File: config.mk
export PLATFORM = sky130hd
export DESIGN_NAME = ring_fetch_eng
export DESIGN_NICKNAME = d
export VERILOG_FILES = /design/src/rtl/ring_fetch_pkg.sv /design/src/rtl/ring_step_plan.sv /design/src/rtl/ring_chunker.sv /design/src/rtl/ring_pace_timer.sv /design/src/rtl/ring_fetch_eng.sv
export SDC_FILE = /design/constraint.sdc
export NUM_CORES = 1
export LEC_CHECK = 0
export BUFFER_PORTS_ARGS = -buffer_cell sky130_fd_sc_hd__buf_2
export CAP_MARGIN = 10
export CORE_MARGIN = 1
export CORE_UTILIZATION = 25
export CTS_BUF_LIST = sky130_fd_sc_hd__clkbuf_16
export DETAILED_ROUTE_END_ITERATION = 16
export GPL_ROUTABILITY_DRIVEN = 0
export PLACE_DENSITY_LB_ADDON = 0.1
export RECOVER_POWER = 25
export SETUP_SLACK_MARGIN = 0.05
export SLEW_MARGIN = 5
export SYNTH_ARGS = -nofsm -noshare
export SYNTH_HDL_FRONTEND = slang
export SYNTH_HIERARCHICAL = 1
export SYNTH_SLANG_ARGS = --single-unit
export TNS_END_PERCENT = 10
File: constraint.sdc
create_clock -name clk_i -period 30 [get_ports clk_i]
set_input_delay 3 -clock clk_i [delete_from_list [all_inputs] [get_ports clk_i]]
set_output_delay 3 -clock clk_i [all_outputs]
set_load 0.02 [all_outputs]
File: src/rtl/ring_fetch_pkg.sv
package ring_fetch_pkg;
  typedef enum logic [2:0] {
    ST_IDLE,
    ST_PLAN,
    ST_B1,
    ST_B2,
    ST_WAIT
  } fetch_st_e;
endpackage

File: src/rtl/ring_step_plan.sv
module ring_step_plan #(
  parameter int unsigned AW = 32,
  parameter int unsigned LW = 18,
  parameter int unsigned TW = 32
) (
  input  logic [AW-1:0] rp_i,
  input  logic [AW-1:0] base_i,
  input  logic [AW-1:0] limit_i,
  input  logic [TW-1:0] remain_i,
  input  logic [LW-1:0] period_i,
  output logic [LW-1:0] step_o,
  output logic [LW-1:0] first_o,
  output logic [LW-1:0] rest_o,
  output logic          split_o,
  output logic [AW-1:0] nrp_o
);
  logic [AW:0]   sum;
  logic [AW-1:0] gap;

  always_comb begin
    step_o  = (remain_i < {{(TW-LW){1'b0}}, period_i}) ? remain_i[LW-1:0] : period_i;
    sum     = {1'b0, rp_i} + {{(AW+1-LW){1'b0}}, step_o};
    split_o = sum > {1'b0, limit_i};
    gap     = limit_i - rp_i;
    first_o = split_o ? gap[LW-1:0] : step_o;
    rest_o  = step_o - first_o;
    if (split_o)
      nrp_o = base_i + {{(AW-LW){1'b0}}, rest_o};
    else if (sum[AW-1:0] == limit_i)
      nrp_o = base_i;
    else
      nrp_o = sum[AW-1:0];
  end
endmodule

File: src/rtl/ring_chunker.sv
module ring_chunker #(
  parameter int unsigned AW        = 32,
  parameter int unsigned LW        = 18,
  parameter int unsigned CLW       = 8,
  parameter int unsigned CHUNK_MAX = 240
) (
  input  logic          clk_i,
  input  logic          rst_ni,
  input  logic          go_i,
  input  logic [AW-1:0] go_src_i,
  input  logic [LW-1:0] go_dst_i,
  input  logic [LW-1:0] go_len_i,
  output logic          req_valid_o,
  output logic [AW-1:0] req_src_o,
  output logic [LW-1:0] req_dst_o,
  output logic [CLW-1:0] req_len_o,
  input  logic          req_done_i,
  output logic          fin_o
);
  localparam logic [LW-1:0] CMAX = LW'(CHUNK_MAX);

  logic          vld_q;
  logic [AW-1:0] src_q;
  logic [LW-1:0] dst_q;
  logic [LW-1:0] rem_q;
  logic [LW-1:0] clen;

  assign clen        = (rem_q > CMAX) ? CMAX : rem_q;
  assign fin_o       = vld_q && req_done_i && (rem_q == clen);
  assign req_valid_o = vld_q;
  assign req_src_o   = src_q;
  assign req_dst_o   = dst_q;
  assign req_len_o   = clen[CLW-1:0];

  always_ff @(posedge clk_i or negedge rst_ni) begin
    if (!rst_ni) begin
      vld_q <= 1'b0;
      src_q <= '0;
      dst_q <= '0;
      rem_q <= '0;
    end else if (go_i) begin
      vld_q <= 1'b1;
      src_q <= go_src_i;
      dst_q <= go_dst_i;
      rem_q <= go_len_i;
    end else if (vld_q && req_done_i) begin
      if (fin_o) begin
        vld_q <= 1'b0;
      end else begin
        src_q <= src_q + {{(AW-LW){1'b0}}, clen};
        dst_q <= dst_q + clen;
        rem_q <= rem_q - clen;
      end
    end
  end
endmodule

File: src/rtl/ring_pace_timer.sv
module ring_pace_timer #(
  parameter int unsigned DW = 16
) (
  input  logic          clk_i,
  input  logic          rst_ni,
  input  logic          load_i,
  input  logic [DW-1:0] val_i,
  input  logic          clr_i,
  output logic          expire_o
);
  logic [DW-1:0] cnt_q;

  assign expire_o = (cnt_q == DW'(1));

  always_ff @(posedge clk_i or negedge rst_ni) begin
    if (!rst_ni)             cnt_q <= '0;
    else if (clr_i)          cnt_q <= '0;
    else if (load_i)         cnt_q <= val_i;
    else if (cnt_q != '0)    cnt_q <= cnt_q - DW'(1);
  end
endmodule

File: src/rtl/ring_fetch_eng.sv
module ring_fetch_eng
  import ring_fetch_pkg::*;
#(
  parameter int unsigned AW        = 32,
  parameter int unsigned LW        = 18,
  parameter int unsigned TW        = 32,
  parameter int unsigned DW        = 16,
  parameter int unsigned CLW       = 8,
  parameter int unsigned CHUNK_MAX = 240,
  parameter int unsigned DEF_DELAY = 5
) (
  input  logic           clk_i,
  input  logic           rst_ni,
  input  logic           start_i,
  input  logic           abort_i,
  input  logic [AW-1:0]  base_i,
  input  logic [AW-1:0]  limit_i,
  input  logic [AW-1:0]  rdptr_i,
  input  logic [TW-1:0]  total_i,
  input  logic [LW-1:0]  period_i,
  input  logic [LW-1:0]  dbuf_i,
  input  logic [DW-1:0]  delay_i,
  output logic           req_valid_o,
  output logic [AW-1:0]  req_src_o,
  output logic [LW-1:0]  req_dst_o,
  output logic [CLW-1:0] req_len_o,
  input  logic           req_done_i,
  output logic           period_o,
  output logic [LW-1:0]  dst_off_o,
  output logic           busy_o,
  output logic           done_o
);
  localparam logic [DW-1:0] DLY_DEF = DW'(DEF_DELAY);

  fetch_st_e     st_q;
  logic [AW-1:0] base_q, limit_q, rp_q, nrp_q;
  logic [TW-1:0] total_q, fetched_q;
  logic [LW-1:0] per_q, dbuf_q, off_q;
  logic [LW-1:0] step_q, first_q, rest_q;
  logic          split_q;
  logic [DW-1:0] dly_q;
  logic          abort_q, period_q, done_q;

  logic [LW-1:0] p_step, p_first, p_rest;
  logic          p_split;
  logic [AW-1:0] p_nrp;
  logic [TW-1:0] remain;

  logic          ck_go, ck_fin;
  logic [AW-1:0] ck_src;
  logic [LW-1:0] ck_dst, ck_len;

  logic          cfg_ok, abort_any, step_end, last_step;
  logic [TW-1:0] fetched_nx;
  logic [LW:0]   off_sum;
  logic [LW-1:0] off_nx;
  logic          tm_exp;
  logic [DW-1:0] tm_val;

  assign remain = total_q - fetched_q;

  ring_step_plan #(.AW(AW), .LW(LW), .TW(TW)) u_plan (
    .rp_i     (rp_q),
    .base_i   (base_q),
    .limit_i  (limit_q),
    .remain_i (remain),
    .period_i (per_q),
    .step_o   (p_step),
    .first_o  (p_first),
    .rest_o   (p_rest),
    .split_o  (p_split),
    .nrp_o    (p_nrp)
  );

  ring_chunker #(.AW(AW), .LW(LW), .CLW(CLW), .CHUNK_MAX(CHUNK_MAX)) u_chunk (
    .clk_i       (clk_i),
    .rst_ni      (rst_ni),
    .go_i        (ck_go),
    .go_src_i    (ck_src),
    .go_dst_i    (ck_dst),
    .go_len_i    (ck_len),
    .req_valid_o (req_valid_o),
    .req_src_o   (req_src_o),
    .req_dst_o   (req_dst_o),
    .req_len_o   (req_len_o),
    .req_done_i  (req_done_i),
    .fin_o       (ck_fin)
  );

  assign tm_val = (dly_q == '0) ? DLY_DEF : dly_q;

  ring_pace_timer #(.DW(DW)) u_pace (
    .clk_i    (clk_i),
    .rst_ni   (rst_ni),
    .load_i   (step_end && !last_step),
    .val_i    (tm_val),
    .clr_i    (abort_any),
    .expire_o (tm_exp)
  );

  always_comb begin
    cfg_ok    = (|base_i) && (|limit_i) && (|rdptr_i) && (|total_i);
    abort_any = abort_i || abort_q;
    ck_go     = 1'b0;
    ck_src    = rp_q;
    ck_dst    = off_q;
    ck_len    = p_first;
    if (st_q == ST_PLAN) begin
      ck_go = !abort_any;
    end else if (st_q == ST_B1 && ck_fin && split_q && !abort_any) begin
      ck_go  = 1'b1;
      ck_src = base_q;
      ck_dst = off_q + first_q;
      ck_len = rest_q;
    end
    step_end   = ck_fin && !abort_any &&
                 ((st_q == ST_B1 && !split_q) || st_q == ST_B2);
    fetched_nx = fetched_q + {{(TW-LW){1'b0}}, step_q};
    last_step  = fetched_nx >= total_q;
    off_sum    = {1'b0, off_q} + {1'b0, step_q};
    off_nx     = (off_sum >= {1'b0, dbuf_q}) ? '0 : off_sum[LW-1:0];
  end

  always_ff @(posedge clk_i or negedge rst_ni) begin
    if (!rst_ni) begin
      st_q      <= ST_IDLE;
      base_q    <= '0;
      limit_q   <= '0;
      rp_q      <= '0;
      nrp_q     <= '0;
      total_q   <= '0;
      fetched_q <= '0;
      per_q     <= '0;
      dbuf_q    <= '0;
      off_q     <= '0;
      step_q    <= '0;
      first_q   <= '0;
      rest_q    <= '0;
      split_q   <= 1'b0;
      dly_q     <= '0;
      abort_q   <= 1'b0;
      period_q  <= 1'b0;
      done_q    <= 1'b0;
    end else begin
      period_q <= 1'b0;
      abort_q  <= (st_q != ST_IDLE) && abort_any;
      if (step_end) begin
        rp_q      <= nrp_q;
        fetched_q <= fetched_nx;
        off_q     <= off_nx;
        period_q  <= 1'b1;
        done_q    <= last_step;
      end
      unique case (st_q)
        ST_IDLE: begin
          if (start_i && cfg_ok) begin
            base_q    <= base_i;
            limit_q   <= limit_i;
            rp_q      <= rdptr_i;
            total_q   <= total_i;
            per_q     <= period_i;
            dbuf_q    <= dbuf_i;
            dly_q     <= delay_i;
            fetched_q <= '0;
            off_q     <= '0;
            done_q    <= 1'b0;
            st_q      <= ST_PLAN;
          end
        end
        ST_PLAN: begin
          if (abort_any) begin
            st_q <= ST_IDLE;
          end else begin
            step_q  <= p_step;
            first_q <= p_first;
            rest_q  <= p_rest;
            split_q <= p_split;
            nrp_q   <= p_nrp;
            st_q    <= ST_B1;
          end
        end
        ST_B1, ST_B2: begin
          if (ck_fin) begin
            if (abort_any)                     st_q <= ST_IDLE;
            else if (st_q == ST_B1 && split_q) st_q <= ST_B2;
            else if (last_step)                st_q <= ST_IDLE;
            else                               st_q <= ST_WAIT;
          end
        end
        ST_WAIT: begin
          if (abort_any)   st_q <= ST_IDLE;
          else if (tm_exp) st_q <= ST_PLAN;
        end
        default: st_q <= ST_IDLE;
      endcase
    end
  end

  assign period_o  = period_q;
  assign dst_off_o = off_q;
  assign busy_o    = (st_q != ST_IDLE);
  assign done_o    = done_q;
endmodule

==> out/results.ini, run 1 <==
[run_status]
outcome=finished with violations
violations=capacitance limit, slew limit

[die]
die_h_um=357
row_count=129
start_util_pct=25.3
io-pin-count=265
dieArea_um2=127000
die_w_um=357
coreArea_um2=124000

[worst_setup_path]
critPathKind=reg2reg
cp_top_family=compound AO/OA/AOI/OAI gates
cp_num_buf_inv=5
cp.arrival_ns=16.67
endpoint_kind=flip-flop
crit_path_frequent_cell=ha_1
cp_slowest_stage_delay_ns=0.83
cp_data_required_time_ns=30.52
critical_path.slowest_cell=nand3_1
cp_max_fo=37
startpoint_type=flip-flop

[grt]
busiest_layer=met2
track_usage_pct=18.3
grt_max_degree=169
grt_first_pass_wirelength_um=175000
use_met3_pct=2.14
grt_pass1_vias=26500
grtUsageMet2_pct=28.4
antenna_found_initial=2
grt_overflow=0
met1_usage_pct=26.9

[final_layout]
layout_common_cells=408 x dfrtp_1, 355 x nand2_1, 288 x ha_1
area_growth_pct=15.3
mostFrequentLayoutCell=dfrtp_1
multi_input_area_um2=19800
final_area_um2=36200
fillers=13400
diodes=0
final_nets=4196
area.sequential_um2=10200
drive_above_1_share_pct=18.3

[sta]
max_freq_ghz=0.0619
maxSlewViolCount=286
rsz0062_at_grt=false
period_share_pct=53.8
clock_skew_ns=0.0284
min_period_ns=16.15
fin_tns_setup_ns=0
worst_slew_pin_slew_ns=7.37
setup_viol=0
hold_viol=0
slew_headroom_pct=-391

[detailed_routing]
vias=26400
remaining_drc_errors=0
post_drt_via_cell_ratio=4.90
drtIter0Drc=1612
wirelength_um=117000
ant_nets=0
firstDrtPassIters=7
routedWlPerCell_um=21.8

[place]
io_buffers=264
hpwl_um=92200
placed_cell_area_um2=34500

[synthesis]
synth-seq-cells=408
synth_xor_area_share_pct=5.91
synthFlopType=dfrtp_1
syn_area_um2=31400
synth-seq-area-share_pct=32.5
synth_top_family_by_area=compound AO/OA/AOI/OAI gates
yosys.area_share.adder_pct=12.2
avgSynthCellArea_um2=9.01
ys_types=103
synthCells=3489
synth_compound_area_share_pct=18.2
synthArstFlopShare_pct=100
synthSimpleGateAreaFrac_pct=15.0
synth-edff-count=0
yosys_warnings=6
synthMuxAreaShare_pct=11.2

[clock_tree]
hold_buffers=0
cts_tree=done
clockBufferDepth=3
cts_resized=0
cts_inserted_buffers=56
clkSinkCount=408
h-tree-depth=2
cts.clk_slew.worst_paths_ns=0.06
clock_latency_ns=0.66
cts_setup_buffers=0
root_buffer=clkbuf_16

[flow_run]
cap_violations=3

[hold_path]
hold_path.class=reg2reg

==> Yosys cell counts (48+ instances only) <==
library cell	number	area, um2
xnor2_1	131	1150
o21ai_0	262	1310
nand4_1	52	325
nand2_1	356	1340
mux2_2	247	2780
clkbuf_1	93	349
nand3_1	70	350
nor4_1	48	300
a21oi_1	216	1080
mux2i_1	72	721
nor2_1	204	766
xor2_1	81	709
nor3_1	51	255
a21o_1	91	683
dfrtp_1	408	10200
inv_1	242	908
ha_1	288	3600
==> state kept, by name, indices dropped and copies added (netlist names), 18 cells and up <==
name and cells:
u_chunk/req_src_o 32, dbuf_q 18, limit_q 32, total_q 32
u_chunk/req_dst_o 18, rest_q 18, base_q 32, step_q 18
rp_q 32, dst_off_o 18, u_chunk/rem_q 18, first_q 18
fetched_q 32, nrp_q 32, per_q 18
==> worst reg2reg max path: cells and delay by family, from the launching register on <==
kind	cells	cell delay [ns]
AOI/OAI and AO/OA	25	7.21
xor gates and xnor gates	2	0.18
adders and majority gates	6	1.97
buffers and inverters	5	0.86
DFF	1	0.38
muxes	3	1.28
and+or+nand+nor	17	4.14
==> metal layers <==
layer,vias up,wire length [um]
met5,-,8
met4,2,2670
met2,464,51900
met3,117,4060
met1,12900,58800
li1,13000,-
==> area by class of cell <==
class	instances	share of cell area [%]
timing repair buffer	290	4.18
tap	1637	5.65
multi-input combinational	2712	54.5
clock buffer	58	4.01
sequential	408	28.2
inverter	245	2.54
clock inverter	45	0.929
==> through the flow <==
step / utilization, % / hold WS [ns] / setup WS (ns) / std cells
after global placement: 27.7 / 0.488 / 14.12 / 5292
after floorplan: - / 0.475 / 16.64 / 3507
after CTS: 29.2 / 0.506 / 13.79 / 5395
final: 29.2 / 0.503 / 13.85 / 5395
after detailed placement: 27.7 / 0.492 / 13.84 / 5292
after global routing: 29.2 / 0.521 / 12.34 / 5395
==> final timing paths <==
path	slack [ns]	from	to	cells past startpoint
max reg2reg	13.85	fetched_q[8]$_DFF_PN0_	nrp_q[26]$_DFFE_PN0P_	58
min	0.50	rest_q[6]$_DFFE_PN0P_	rest_q[6]$_DFFE_PN0P_	1
max in group asynchronous	16.43	rst_ni	dly_q[13]$_DFFE_PN0P_	2
min in group asynchronous	4.40	rst_ni	u_chunk/req_dst_o[16]$_DFFE_PN0P_	1
max	13.85	fetched_q[8]$_DFF_PN0_	nrp_q[26]$_DFFE_PN0P_	58
min reg2reg	0.50	rest_q[6]$_DFFE_PN0P_	rest_q[6]$_DFFE_PN0P_	1
==> logic make-up after synthesis <==
kind of cell | count (synthesis)
xor gates and xnor gates | 212
DFF | 408
and+or+nand+nor | 969
other | 2
AOI/OAI and AO/OA | 890
muxes | 320
buffers and inverters | 387
adders and majority gates | 301
Power of run 1 is not shown: default switching activity piles up to over one toggle a cycle in this logic, so the estimate is an artifact.
==> inputs of run 2 (changes only) <==
Clock period 30 ns to 16.85 ns, I/O delays scaled along.
==> run 2 against run 1 <==
  * Register-to-register slack lost 12 ns
  * Sequential cell count did not move
  * Final cell count about the same
  * Worst setup slack worse by 12 ns
  * The run still ends with capacitance limit, slew limit left
  * Hold slack is essentially flat
  * Global-route usage hardly changed
  * Via count is 0.22% lower
  * First-iteration DRC count decreased by 9.6%
  * Critical path depth is 1 lower
  * Critical path type unchanged
  * Count of clock-buffer cells in the layout fell by 2
  * Clock skew is 0.00064 ns higher
==> out/results.ini, run 2 (same netlist as run 1, synthesis figures left out) <==
[run_status]
outcome=finished with violations
violations=capacitance limit, slew limit

[flow_run]
cap_violations=4  ; +1

[sta]
rsz0062_at_grt=false
period_share_pct=91.5  ; +38 points
worst_slew_pin_slew_ns=4.05  ; -3.32 ns
setup_viol=0  ; unchanged
max_freq_ghz=0.0648  ; +4.7%
min_period_ns=15.42  ; -0.730 ns
fin_tns_setup_ns=0  ; unchanged
clock_skew_ns=0.0291  ; +0.000641 ns
hold_viol=0  ; unchanged
maxSlewViolCount=244  ; -15%
slew_headroom_pct=-170  ; +220 points

[clock_tree]
clockBufferDepth=3  ; unchanged
h-tree-depth=2  ; unchanged
cts.clk_slew.worst_paths_ns=0.06  ; about the same
hold_buffers=0  ; unchanged
cts_setup_buffers=0  ; unchanged
cts_inserted_buffers=55  ; -1.8%
clkSinkCount=408  ; unchanged
clock_latency_ns=0.66  ; about the same
root_buffer=clkbuf_16
cts_tree=done

[worst_setup_path]
cp_slowest_stage_delay_ns=0.65  ; -0.18 ns
critical_path.slowest_cell=a311oi_1
cp.arrival_ns=15.94  ; -0.73 ns
endpoint_kind=flip-flop
cp_max_fo=36  ; -2.7%
cp_data_required_time_ns=17.37  ; -13.15 ns
critPathKind=reg2reg
startpoint_type=flip-flop

[final_layout]
diodes=0  ; unchanged
layout_common_cells=408 x dfrtp_1, 354 x nand2_1, 288 x ha_1
area_growth_pct=15.4
mostFrequentLayoutCell=dfrtp_1
drive_above_1_share_pct=18.4  ; +0.12 points
final_nets=4200  ; +0.095%
post-route-util_pct=29.2  ; +0.034 points

[die]
io-pin-count=265  ; unchanged
row_count=129  ; unchanged
die_w_um=357  ; unchanged
die_h_um=357  ; unchanged
coreArea_um2=124000  ; unchanged
dieArea_um2=127000  ; unchanged
start_util_pct=25.3  ; unchanged

[detailed_routing]
routedWlPerCell_um=21.9  ; +0.79%
remaining_drc_errors=0  ; unchanged
post_drt_via_cell_ratio=4.89  ; -0.26%
firstDrtPassIters=5  ; -2
vias=26400  ; -0.22%
wirelength_um=118000  ; +0.83%
ant_nets=0  ; unchanged
drtIter0Drc=1458  ; -9.6%

[grt]
grt_max_degree=169  ; unchanged
grt_pass1_vias=26400  ; -0.36%
grt_first_pass_wirelength_um=176000  ; +0.36%
grt_overflow=0  ; unchanged
track_usage_pct=18.4  ; +0.044 points
antenna_found_initial=6  ; +4

[place]
hpwl_um=93000  ; +0.96%
io_buffers=264  ; unchanged

[hold_path]
hold_path.class=reg2reg

## run 2: repair_timing
action	CTS	global route
setup endpoints to repair	0	4
gates resized for setup	0	1
hold endpoints to repair	0	0
## run 2: routing by layer
layer	GRT usage [%]	up-vias	wire [um]
li1	-	13000	-
met1	26.9	12800	59900
met2	28.8	438	52600
met3	2.01	107	3690
met4	3.83	6	2180
met5	0	-	39
## run 2: worst max-delay path: cells and delay by family (launching register included)
kind / cells / cell delay, ns
DFF: 1 / 0.45
and+or+nand+nor: 18 / 3.71
AOI/OAI and AO/OA: 24 / 7.18
adders and majority gates: 6 / 1.92
xor gates and xnor gates: 2 / 0.28
buffers and inverters: 5 / 1.07
muxes: 2 / 0.65
## run 2: area by class of cell
type / instances / area [um2]
clock buffer: 56 / 1400
clock inverter: 44 / 377
tap: 1637 / 2050
fill: 13400 / 88000
timing repair buffer: 295 / 1570
inverter: 245 / 920
sequential: 408 / 10200
multi-input combinational: 2712 / 19800
## run 2: worst paths after layout
kind                                        start  depth (start not counted)                                end  slack (ns)
setup / recovery           fetched_q[1]$_DFF_PN0_                         57              nrp_q[22]$_DFFE_PN0P_        1.43
hold / removal              rest_q[2]$_DFFE_PN0P_                          1              rest_q[2]$_DFFE_PN0P_        0.50
setup reg to reg           fetched_q[1]$_DFF_PN0_                         57              nrp_q[22]$_DFFE_PN0P_        1.43
hold reg to reg             rest_q[2]$_DFFE_PN0P_                          1              rest_q[2]$_DFFE_PN0P_        0.50
max in group asynchronous                  rst_ni                          3               per_q[0]$_DFFE_PN0P_        9.38
min in group asynchronous                  rst_ni                          1  u_chunk/req_src_o[30]$_DFFE_PN0P_        2.46
## run 2: through the flow
stage	cell area, um2	setup slack (ns)	std cells	hold WS [ns]
finish	36300	1.43	5397	0.502
global placement	34500	1.64	5297	0.488
global route	36300	0.147	5397	0.520
CTS	36300	1.35	5397	0.504
detailed placement	34500	1.40	5297	0.490
floorplan	31500	3.49	3507	0.475
Power of run 2 is left out for the same reason.
==> inputs of run 3 (changes only) <==
==> constraint.sdc (replaced) <==
create_clock -name clk_i -period 16.85 [get_ports clk_i]
set_input_delay 0.8425 -clock clk_i [delete_from_list [all_inputs] [get_ports clk_i]]
set_output_delay 0.8425 -clock clk_i [all_outputs]
set_load 0.02 [all_outputs]
==> run 3 against run 2 <==
  * The run still ends with capacitance limit, slew limit left
  * Wire length about the same
  * First-iteration DRC count increased by 0.21%
  * Utilization barely moved
  * Critical path depth unchanged
  * Die area stayed put
  * Sequential cell count stayed put
  * Hold slack got worse by 0.097 ns
  * Non-clock buffer count unchanged
  * Count of clock-buffer cells in the layout stayed put
  * Clock skew about the same
  * Final area about the same
==> out/results.ini, run 3 (same netlist as run 1, synthesis figures left out) <==
[worst_setup_path]
cp_max_fo=36  ; unchanged
crit_start=fetched_q[1]$_DFF_PN0_
r2r_start=fetched_q[1]$_DFF_PN0_
critical_path.slowest_cell=a311oi_1
critPathKind=reg2reg
r2r_cells=57  ; unchanged
ff2ff_setup_slack_ns=1.43  ; about the same
endpoint_kind=flip-flop
cp_slowest_stage_delay_ns=0.65  ; about the same
r2r_end=nrp_q[22]$_DFFE_PN0P_
cp.arrival_ns=15.93  ; about the same
cp_data_required_time_ns=17.37  ; about the same
startpoint_type=flip-flop

[grt]
grt_first_pass_wirelength_um=176000  ; unchanged
grt_max_degree=169  ; unchanged
grtUsageMet2_pct=28.8  ; unchanged
track_usage_pct=18.4  ; unchanged
grt_pass1_vias=26400  ; unchanged
busiest_layer=met2
use_met3_pct=2.01  ; unchanged
met1_usage_pct=26.9  ; unchanged
antenna_found_initial=6  ; unchanged
grt_overflow=0  ; unchanged

[detailed_routing]
wirelength_um=118000  ; about the same
firstDrtPassIters=5  ; unchanged
routedWlPerCell_um=21.9  ; about the same
ant_nets=0  ; unchanged
post_drt_via_cell_ratio=4.89  ; about the same
remaining_drc_errors=0  ; unchanged
drtIter0Drc=1461  ; +0.21%
vias=26400  ; -0.011%

[sta]
maxSlewViolCount=244  ; unchanged
setup_viol=0  ; unchanged
fin_ws_ns=1.43  ; +0.00749 ns
worst_slew_pin_slew_ns=4.05  ; unchanged
min_period_ns=15.42  ; -0.00749 ns
rsz0062_at_grt=false
max_freq_ghz=0.0649  ; about the same
hold_viol=0  ; unchanged
fin_tns_setup_ns=0  ; unchanged
clock_skew_ns=0.0287  ; -0.000392 ns
period_share_pct=91.5  ; about the same
slew_headroom_pct=-170  ; unchanged

[final_layout]
drive_above_1_share_pct=18.5  ; +0.027 points
post-route-util_pct=29.2  ; about the same
area_growth_pct=15.4  ; about the same
final_nets=4200  ; unchanged
layout_common_cells=408 x dfrtp_1, 354 x nand2_1, 288 x ha_1
fillers=13400  ; unchanged
final_cells=5397  ; unchanged
mostFrequentLayoutCell=dfrtp_1
diodes=0  ; unchanged

[clock_tree]
root_buffer=clkbuf_16
h-tree-depth=2  ; unchanged
cts_inserted_buffers=55  ; unchanged
cts_tree=done
cts_setup_buffers=0  ; unchanged
clock_latency_ns=0.66  ; about the same
cts.clk_slew.worst_paths_ns=0.06  ; about the same
hold_buffers=0  ; unchanged
cts_resized=0  ; unchanged
clkSinkCount=408  ; unchanged
clockBufferDepth=3  ; unchanged

[die]
io-pin-count=265  ; unchanged
row_count=129  ; unchanged
dieArea_um2=127000  ; unchanged
coreArea_um2=124000  ; unchanged
die_w_um=357  ; unchanged
die_h_um=357  ; unchanged
start_util_pct=25.3  ; unchanged

[place]
hpwl_um=93000  ; unchanged
io_buffers=264  ; unchanged
place_inst=5297  ; unchanged
dp_slack_ns=1.40  ; unchanged

[run_status]
outcome=finished with violations
violations=capacitance limit, slew limit

[hold_path]
min_to=total_q[25]$_DFFE_PN0P_
hp-start=total_i[25]
hold_depth=3  ; +2
hold_path.class=in2reg

[flow_run]
cap_violations=4  ; unchanged

-- run 3: cell count changes in the layout (fill, tap and decap cells not counted), sizes merged --
cell and change:
buf +1, clkbuf -1
-- run 3: final cells by class --
| class | instances | area (um2) | share of cell area (%) |
|---|---|---|---|
| multi-input combinational | 2712 | 19800 | 54.5 |
| sequential | 408 | 10200 | 28.1 |
| clock inverter | 44 | 377 | 1.04 |
| tap | 1637 | 2050 | 5.65 |
| clock buffer | 56 | 1400 | 3.86 |
| inverter | 245 | 920 | 2.53 |
| timing repair buffer | 295 | 1570 | 4.32 |
-- run 3: metal layers --
metal	vias up	wire (um)	share of wire [%]
li1	13000	-	-
met1	12800	59800	51
met2	442	52600	44
met3	107	3760	3.2
met4	6	2180	1.8
met5	-	39	0.033
-- run 3: worst max-delay path: cells and delay by family, from the launching register on --
family | cells | cell delay (ns)
AOI/OAI and AO/OA | 24 | 7.18
xor gates and xnor gates | 2 | 0.28
adders and majority gates | 6 | 1.92
buffers and inverters | 5 | 1.07
DFF | 1 | 0.45
muxes | 2 | 0.65
and+or+nand+nor | 18 | 3.71
-- run 3: how the worst max path moves through the flow --
stage | endpoint | slack [ns] | cells past startpoint
6_report | nrp_q[22]$_DFFE_PN0P_ | 1.43 | 57
5_1_grt | nrp_q[26]$_DFFE_PN0P_ | 0.15 | 58
4_1_cts | nrp_q[26]$_DFFE_PN0P_ | 1.35 | 58
3_5_place_dp | nrp_q[24]$_DFFE_PN0P_ | 1.40 | 57
3_3_place_gp | nrp_q[26]$_DFFE_PN0P_ | 1.64 | 58
2_1_floorplan | nrp_q[27]$_DFFE_PN0P_ | 3.49 | 66
-- run 3: through the flow --
| step | hold WS (ns) | area [um2] |
|---|---|---|
| 2_1_floorplan | 0.475 | 31500 |
| 4_1_cts | 0.138 | 36300 |
| 3_5_place_dp | 0.490 | 34500 |
| 5_1_grt | 0.368 | 36300 |
| 3_3_place_gp | 0.488 | 34500 |
| 6_report | 0.405 | 36300 |
Power of run 3 is left out for the same reason.
